### src/rtl/xrs_pkg.sv
package xrs_pkg;
  typedef enum logic {
    CMD_INIT = 1'b0,
    CMD_LOAD = 1'b1
  } cmd_kind_e;
endpackage

### src/rtl/xrs_mask_calc.sv
module xrs_mask_calc #(
  parameter int NCOMP = 64
) (
  input  logic [NCOMP-1:0] en_mask,
  input  logic [NCOMP-1:0] sup_mask,
  input  logic [NCOMP-1:0] req_mask,
  input  logic [NCOMP-1:0] layout_bv,
  input  logic [NCOMP-1:0] present_bv,
  output logic [NCOMP-1:0] want,
  output logic [NCOMP-1:0] fmt,
  output logic [NCOMP-1:0] load_set,
  output logic [NCOMP-1:0] init_set
);
  localparam logic [NCOMP-1:0] FLAG_BIT = {1'b1, {(NCOMP-1){1'b0}}};

  always_comb begin
    want     = (en_mask | sup_mask) & req_mask;
    fmt      = layout_bv & ~FLAG_BIT;
    load_set = fmt & want & present_bv;
    init_set = (want & ~present_bv) | (want & ~fmt);
  end
endmodule

### src/rtl/xrs_size_table.sv
module xrs_size_table #(
  parameter int NENT = 63,
  parameter int DW   = 32,
  parameter int AW   = 6
) (
  input  logic          clk,
  input  logic          rst_n,
  input  logic          we,
  input  logic [AW-1:0] waddr,
  input  logic [DW-1:0] wdata,
  input  logic [AW-1:0] raddr,
  output logic [DW-1:0] rdata
);
  logic [DW-1:0] ent_q [NENT];

  for (genvar g = 0; g < NENT; g++) begin : g_ent
    logic hit;
    assign hit = we && (int'(waddr) == g);
    always_ff @(posedge clk or negedge rst_n) begin
      if (!rst_n)   ent_q[g] <= '0;
      else if (hit) ent_q[g] <= wdata;
    end
  end

  always_comb begin
    rdata = '0;
    for (int k = 0; k < NENT; k++) begin
      if (int'(raddr) == k) rdata = ent_q[k];
    end
  end
endmodule

### src/rtl/xrs_walker.sv
module xrs_walker #(
  parameter int IDXW      = 6,
  parameter int OFFW      = 32,
  parameter int FIRST_EXT = 2,
  parameter int LAST      = 62,
  parameter int BASE      = 576
) (
  input  logic            clk,
  input  logic            rst_n,
  input  logic            go,
  input  logic            fmt_bit,
  input  logic [OFFW-1:0] size,
  output logic            busy,
  output logic [IDXW-1:0] idx,
  output logic [OFFW-1:0] cursor,
  output logic            last_step
);
  localparam logic [IDXW-1:0] LAST_IDX  = IDXW'(LAST);
  localparam logic [IDXW-1:0] FIRST_IDX = IDXW'(FIRST_EXT);
  localparam logic [OFFW-1:0] BASE_OFF  = OFFW'(BASE);

  logic            busy_d;
  logic [IDXW-1:0] idx_d;
  logic [OFFW-1:0] cur_d;
  logic            en;

  assign last_step = busy && (idx == LAST_IDX);

  always_comb begin
    busy_d = busy;
    idx_d  = idx;
    cur_d  = cursor;
    en     = 1'b0;
    if (go) begin
      en     = 1'b1;
      busy_d = 1'b1;
      idx_d  = '0;
      cur_d  = BASE_OFF;
    end else if (busy) begin
      en     = 1'b1;
      busy_d = !last_step;
      idx_d  = idx + 1'b1;
      if (idx >= FIRST_IDX && fmt_bit) cur_d = cursor + size;
    end
  end

  always_ff @(posedge clk or negedge rst_n) begin
    if (!rst_n) begin
      busy   <= 1'b0;
      idx    <= '0;
      cursor <= '0;
    end else if (en) begin
      busy   <= busy_d;
      idx    <= idx_d;
      cursor <= cur_d;
    end
  end
endmodule

### src/rtl/xstate_restore_seq.sv
module xstate_restore_seq #(
  parameter int NCOMP     = 64,
  parameter int OFFW      = 32,
  parameter int FIRST_EXT = 2,
  parameter int BASE      = 576,
  parameter int IDXW      = $clog2(NCOMP)
) (
  input  logic             clk,
  input  logic             rst_n,
  input  logic             start,
  input  logic [NCOMP-1:0] en_mask,
  input  logic [NCOMP-1:0] sup_mask,
  input  logic [NCOMP-1:0] req_mask,
  input  logic [NCOMP-1:0] layout_bv,
  input  logic [NCOMP-1:0] present_bv,
  input  logic [NCOMP-1:0] inuse_in,
  input  logic             sz_we,
  input  logic [IDXW-1:0]  sz_addr,
  input  logic [OFFW-1:0]  sz_data,
  output logic             busy,
  output logic             cmd_valid,
  output logic             cmd_load,
  output logic [IDXW-1:0]  cmd_idx,
  output logic [OFFW-1:0]  cmd_offset,
  output logic             done,
  output logic [NCOMP-1:0] inuse_out,
  output logic [NCOMP-1:0] modified_out
);
  import xrs_pkg::*;

  localparam int LAST = NCOMP - 2;
  localparam logic [IDXW-1:0] FIRST_IDX = IDXW'(FIRST_EXT);

  logic [NCOMP-1:0] want_c, fmt_c, load_c, init_c;
  logic [NCOMP-1:0] want_q, fmt_q, load_q, init_q;
  logic [NCOMP-1:0] inuse_d, mod_d;
  logic [OFFW-1:0]  size_rd, cursor;
  logic             go, step_last, cap_en, bits_en;
  cmd_kind_e        kind;

  assign go = start && !busy;

  xrs_mask_calc #(.NCOMP(NCOMP)) u_mask (
    .en_mask(en_mask), .sup_mask(sup_mask), .req_mask(req_mask),
    .layout_bv(layout_bv), .present_bv(present_bv),
    .want(want_c), .fmt(fmt_c), .load_set(load_c), .init_set(init_c)
  );

  xrs_size_table #(.NENT(LAST + 1), .DW(OFFW), .AW(IDXW)) u_size (
    .clk(clk), .rst_n(rst_n), .we(sz_we && !busy), .waddr(sz_addr),
    .wdata(sz_data), .raddr(cmd_idx), .rdata(size_rd)
  );

  xrs_walker #(.IDXW(IDXW), .OFFW(OFFW), .FIRST_EXT(FIRST_EXT),
               .LAST(LAST), .BASE(BASE)) u_walk (
    .clk(clk), .rst_n(rst_n), .go(go), .fmt_bit(fmt_q[cmd_idx]),
    .size(size_rd), .busy(busy), .idx(cmd_idx), .cursor(cursor),
    .last_step(step_last)
  );

  // Command tuple for the current step
  always_comb begin
    kind       = load_q[cmd_idx] ? CMD_LOAD : CMD_INIT;
    cmd_valid  = busy && (load_q[cmd_idx] || init_q[cmd_idx]);
    cmd_load   = (kind == CMD_LOAD);
    cmd_offset = (cmd_idx < FIRST_IDX) ? '0 : cursor;
    done       = step_last;
  end

  // Next state of the tracking bitmaps
  always_comb begin
    inuse_d = inuse_out;
    mod_d   = modified_out;
    cap_en  = go;
    bits_en = go || busy;
    if (go) begin
      inuse_d = inuse_in;
    end else if (busy) begin
      if (load_q[cmd_idx])      inuse_d[cmd_idx] = 1'b1;
      else if (init_q[cmd_idx]) inuse_d[cmd_idx] = 1'b0;
      if (step_last)            mod_d = ~want_q;
    end
  end

  always_ff @(posedge clk or negedge rst_n) begin
    if (!rst_n) begin
      want_q <= '0;
      fmt_q  <= '0;
      load_q <= '0;
      init_q <= '0;
    end else if (cap_en) begin
      want_q <= want_c;
      fmt_q  <= fmt_c;
      load_q <= load_c;
      init_q <= init_c;
    end
  end

  always_ff @(posedge clk or negedge rst_n) begin
    if (!rst_n) begin
      inuse_out    <= '0;
      modified_out <= '0;
    end else if (bits_en) begin
      inuse_out    <= inuse_d;
      modified_out <= mod_d;
    end
  end
endmodule

### config.mk
export PLATFORM = sky130hd
export DESIGN_NAME = xstate_restore_seq
export DESIGN_NICKNAME = d
export VERILOG_FILES = /design/src/rtl/xrs_pkg.sv /design/src/rtl/xrs_mask_calc.sv /design/src/rtl/xrs_size_table.sv /design/src/rtl/xrs_walker.sv /design/src/rtl/xstate_restore_seq.sv
export SDC_FILE = /design/constraint.sdc
export NUM_CORES = 2
export LEC_CHECK = 0
export ABC_AREA = 1
export BUFFER_PORTS_ARGS = -buffer_cell sky130_fd_sc_hd__buf_4
export CAP_MARGIN = 10
export CORE_MARGIN = 4
export CORE_UTILIZATION = 38
export CTS_CLUSTER_DIAMETER = 50
export DETAILED_ROUTE_END_ITERATION = 6
export SETUP_SLACK_MARGIN = 0.02
export SLEW_MARGIN = 25
export SYNTH_ARGS = -nofsm -noshare
export SYNTH_HDL_FRONTEND = slang
export SYNTH_SLANG_ARGS = --single-unit
### constraint.sdc
create_clock -name clk -period 17.5 [get_ports clk]
set_input_delay 0 -clock clk [delete_from_list [all_inputs] [get_ports clk]]
set_output_delay 0 -clock clk [all_outputs]
set_load 0.03 [all_outputs]
# After elaboration in Yosys (flattened, before gate mapping)
# Cells that the tools add are included.
# classes
n_addsub	2
order_cmp	4
n_eq_ne	125
muxes	86
bitwise_logic	14
reduce_logical	82
# ops
cell	count
$mux W32	67
$eq A6 B6 Y1 const B	65
$and A64 B64 Y64	5
$mux W64	4
$eq A6 B5 Y1 const B	32
$not A64 Y64	3
$or A64 B64 Y64	3
$eq A6 B4 Y1 const B	16
$logic_and A1 B1 Y1	69
$and A63 B64 Y64	1
$not A63 Y64	1
$eq A6 B3 Y1 const B	8
$add A32 B32 Y32	1
$eq A6 B2 Y1 const B	4
$bmux W1 S6	3
$logic_not A6 Y1	2
$mux W6	2
$mux W1	9
$lt A6 B7 Y1 const B	1
$add A6 B1 Y6 const B	1
$demux W1 S6	1
$ge A6 B1 Y1 const B	1
$ge A6 B2 Y1 const B	1
$lt A6 B2 Y1 const B	1
other kinds (8)	12
# totals
ff_bits	2438
inputBits	426
out_inout_bits	170
word_cells	385

# Longest topological paths before layout
# logic_depth
ltp_word	68
depth_mapped	117
depth_no_buf	115

# Hierarchy
# A second synthesis with hierarchy kept.
# unflattened
cells_unflattened	14387
hier_area_um2	112235.1
# by_module_without_submodules
module	n_inst	cells_each	area_each_um2	seq_area_each_um2
xrs_size_table	1	10667	87555.2	50448.4
xstate_restore_seq	1	2604	18511.5	9609.2
xrs_walker	1	670	3927.5	975.9
xrs_mask_calc	1	446	2240.9	0.0

# Worst setup path after synthesis
# No wires, ideal clock.
# synth_timing
path_kind	reg-to-reg
startpoint	reg u_walk.idx[0]
endpoint	reg u_walk.cursor[31]
setup_ns	0.118
arrival_ns	9.099
t_required_ns	17.382
setup_slack_ns	8.283
path_stages_with_launch	117
path_buffers	2
synth_period_minus_slack_ns	9.217
cell_sequence	dfrtp_1 clkbuf_1 inv_1 ha_1 nand3_2 clkbuf_1 nor2_1 nor2_1 nand2_1 nand2_1 nand2_1 nand3_1 nand3_1 nand3_1 nand2_1 nand3_1 nand3_1 nand3_1 (+81 left out) inv_1 a21oi_1 inv_1 nand2_1 inv_1 o21ai_0 nand2_1 nand2_1 nand2_1 a21oi_1 nor3_1 nand3_1 nand3_1 xor2_1 inv_1 nand3_1 nand3_1 nand2_1
# synth_between
elab_chain_cells	68
elab_cells_between_ends	136
cone_classes	add/sub: 1; order compare: 1; eq/ne: 62; mux: 68; reduce/logical: 4
# synth_lines
element	line_no	source
start, declared	xrs_walker.sv:14	output logic [IDXW-1:0] idx,
start signal, assigned	xrs_walker.sv:54	idx <= idx_d;
$logic_not A6 Y1	xrs_size_table.sv:28	if (int'(raddr) == k) rdata = ent_q[k];
$mux W32 (63 in a row)	xrs_size_table.sv:28	
$add A32 B32 Y32	xrs_walker.sv:43	if (idx >= FIRST_IDX && fmt_bit) cur_d = cursor + size;
$mux W32	xrs_walker.sv:43	
$mux W32	xrs_walker.sv:39	end else if (busy) begin
$mux W32	xrs_walker.sv:34	if (go) begin
end signal, assigned	xrs_walker.sv:55	cursor <= cur_d;
end, declared	xrs_walker.sv:15	output logic [OFFW-1:0] cursor,
# Several ways; a longest one is shown, not always the timed one. The select of a mux whose other input is x is not followed.
# A chain may end at the register's enable or synchronous reset.

# Final worst setup path
# Same ends and word-level chain as after synthesis.

==> impl_metrics.tcl <==
set metrics [dict create \
    ys_ff_latch 2437 \
    utilization_pct 46.45 \
    cp.required_ns 18.32 \
    setup_tns_ns 0 \
    fp.dieArea_sq_um 302700 \
    syn_to_final_growth_pct 21.37 \
    clock_path_buffers 4 \
    fill_cells 28520 \
    cts_made_buffers 298 \
    setup_viol 0 \
    criticalPathCategory "reg -> reg" \
    synth_top_flop_cell "dfrtp_1" \
    drv_slew 0 \
    route.detailed.drc 3 \
    seqPwrFrac_pct 33.7 \
    yosys.area.top_type "dfrtp_1" \
    r2r-start "u_walk.idx[0]" \
    yosysSeqAreaShare_pct 54.60 \
    dr.pass1.iters 7 \
    power.density_nw_per_um2 145.4 \
    clock_latency_ns 0.89 \
    switching_share_pct 37.37 \
    yosys_warnings 0 \
    finalWorstPathRequiredPeriod_ns 12.70 \
    fin_area_sq_um 135600 \
    coreArea_sq_um 291800 \
    mostFrequentLayoutCells "nand2_1 (4730), dfrtp_1 (2437), o21ai_0 (2344)" \
    num_vias 97760 \
    ios 596 \
    cp-startpoint "u_walk.idx[0]" \
    syn_inst 13790 \
    die_w_microns 550.1 \
    routed_wl_microns 394000 \
    drive_above_1_share_pct 13.12 \
    finalClockSkew_ns 0.06810 \
    overflow 0 \
    clk_pin_slew_ns 0.06 \
    cts_htree_levels 5 \
    cp_slowest_cell "dfrtp_1" \
    postPlaceCellArea_sq_um 119000 \
    rows 198 \
    crit_fanout 24 \
    grt_antenna_before_repair 44 \
    dp_hpwl_microns 243100 \
    synthDominantCellAreaShare_pct 54.60 \
    final-hold-violation-count 0 \
    rsz0062_at_grt "false" \
    final_common_cell "nand2_1" \
    power_frac_comb_pct 34.0 \
    layout.nets 14980 \
    max_cap_viol_count 0 \
    multiInputGateArea_sq_um 44940 \
    first_global_vias 93340 \
    gp_congestion 0.9721 \
    hp-start "inuse_in[51]" \
    drt_iter0_drc 10960 \
    worst_pin_slew_ns 1.137 \
    final_antenna_net_count 0 \
    max_freq_mhz 78.74 \
    die_h_microns 550.1 \
    crit_top_cell "nand2_1" \
    crit_path_end_kind "register" \
    cp-start-kind "register" \
    max_stage_delay_ns 0.57 \
    hold_path_class "in -> reg" \
    violations "DRC" \
    port_buffers 593 \
    track_usage_pct 25.55 \
    cts_tree "yes" \
    synth_enable_flop_cells 0 \
    routedWlPerCell_microns 21.11 \
    ir_drop_mv 0.1303 \
    syn_nets 14250 \
    cts_resized 0 \
    leakage_nw 64.98 \
    p_clk_share_pct 32.3 \
    cts-root-buf "clkbuf_16" \
    relSlewSlack_pct 23.20 \
    seq_area_sq_um 60980 \
    clkSinkCount 2437 \
    syn_area_sq_um 111700 \
    grt_start_max_net_pins 163 \
    synth.avg_cell_area_sq_um 8.101 \
    vias_per_cell 5.238 \
    period_share_pct 72.58 \
    synth.distinct_cells 54 \
    power.internal_mw 12.35 \
    async_reset_ff_share_pct 100.0 \
    initial_core_util_pct 38.27 \
    net-switching-power_mw 7.368 \
    grt_pass1_wl_microns 598100 \
    status "finished with violations" \
    p_total_mw 19.72 \
    synth_area_leaders "dfrtp_1 (55%), nand2_1 (16%), o21ai_0 (11%), nand3_1 (4.1%), clkbuf_1 (2.7%)" \
    worst_ep_arrival_time_ns 13.52 \
]
[flip-flops by register name, indices dropped and copies added, names as in the netlist, named ones only]
signal and cells:
fmt_q 63, want_q 64, u_walk.idx 6, load_q 63, modified_out 64, init_q 64
u_walk.cursor 32, u_walk.busy 1, u_size.ent_q 2016
[critical path, delay by kind of cell (launching register included)]
| kind | cells | cell delay (ns) |
|---|---|---|
| xor+xnor | 1 | 0.19 |
| compound gates | 12 | 2.55 |
| simple gates | 85 | 6.83 |
| buf+inv | 12 | 1.76 |
| flops | 1 | 0.57 |
| fa+ha+maj | 2 | 0.71 |
[per-layer routing]
metal	track usage, %	routed length, microns
met1	32.85	162400
met2	39.82	177900
met4	14.41	24720
met5	0	213
met3	5.816	28800
[layout make-up]
class / instances / area share [%]
antenna: 27 / 0.04984
sequential: 2437 / 44.99
tap: 3900 / 3.600
multi-input combinational: 9759 / 33.15
inverter: 584 / 1.626
clock inverter: 117 / 1.131
clock buffer: 405 / 6.281
timing repair buffer: 1434 / 9.174
[cells by family (layout without fill, tap and decap cells)]
group,count (synthesis),after routing,share of synthesized area [%]
AND/OR/NAND/NOR,6666,6666,24.79
XOR/XNOR,10,10,0.07841
flip-flops,2437,2437,54.60
AO/OA/AOI/OAI,3042,3042,14.41
buffers and inverters,1591,2540,5.662
adder cells (fa/ha/maj),41,41,0.4660
other,0,27,0
[what timing repair did]
action / in CTS / in global routing
endpoints found under the hold margin: 2481 / 17
hold buffers: 601 / 1
buffers inserted: 0 / 0
setup endpoints to repair: 0 / 0
[final timing paths]
check | slack, ns | to | depth (start not counted)
setup / recovery | 4.80 | u_walk.cursor[31] | 112
hold reg to reg | 0.45 | modified_out[55] | 1
hold / removal | 0.04 | register | 4
max in group asynchronous | 13.95 | u_size.ent_q[148] | 7
min in group asynchronous | 0.45 | u_size.ent_q[1197] | 4
setup reg to reg | 4.80 | u_walk.cursor[31] | 112
[through the flow]
step	hold slack, ns	setup WS [ns]	instances
global placement	0.06387	4.931	17490
finish	0.03578	4.799	18660
floorplan	-0.2956	8.283	13790
CTS	0.0008479	4.870	18620
global route	0.009737	3.457	18650
detailed placement	0.05859	4.940	17490
[synth_stat cells, types with 3 or more instances]
cell type	n
o22ai_1	144
buf_4	21
clkbuf_1	800
a22o_1	3
inv_2	12
o31ai_1	14
ha_1	40
buf_2	173
a32oi_1	7
a31oi_1	6
a32o_1	4
nand2_1	4790
nand3_1	918
o311ai_0	9
a21oi_1	259
or2_2	466
o21ai_1	46
or2_0	9
nor2_8	3
xnor2_1	5
nand2_4	3
o21ai_0	2344
nor2_2	6
o21bai_1	5
buf_1	5
buf_6	5
inv_1	555
a221oi_1	6
o41ai_1	17
dfrtp_1	2437
nor3_1	17
nand3b_1	8
a22oi_1	10
nor2_1	383
xor2_1	5
nor2_4	4
o211ai_1	156
nand4_1	55
clkinv_1	16
[power groups by stage]
stage	Clock [mW]	Combinational (mW)	Sequential (mW)
3_3_place_gp	0	6.36	6.69
6_report	6.37	6.70	6.64
5_1_grt	6.72	7.42	6.70
2_1_floorplan	0	3.70	6.89
3_5_place_dp	0	6.39	6.71
4_1_cts	6.48	6.63	6.61
(Power assumes the default switching activity.)
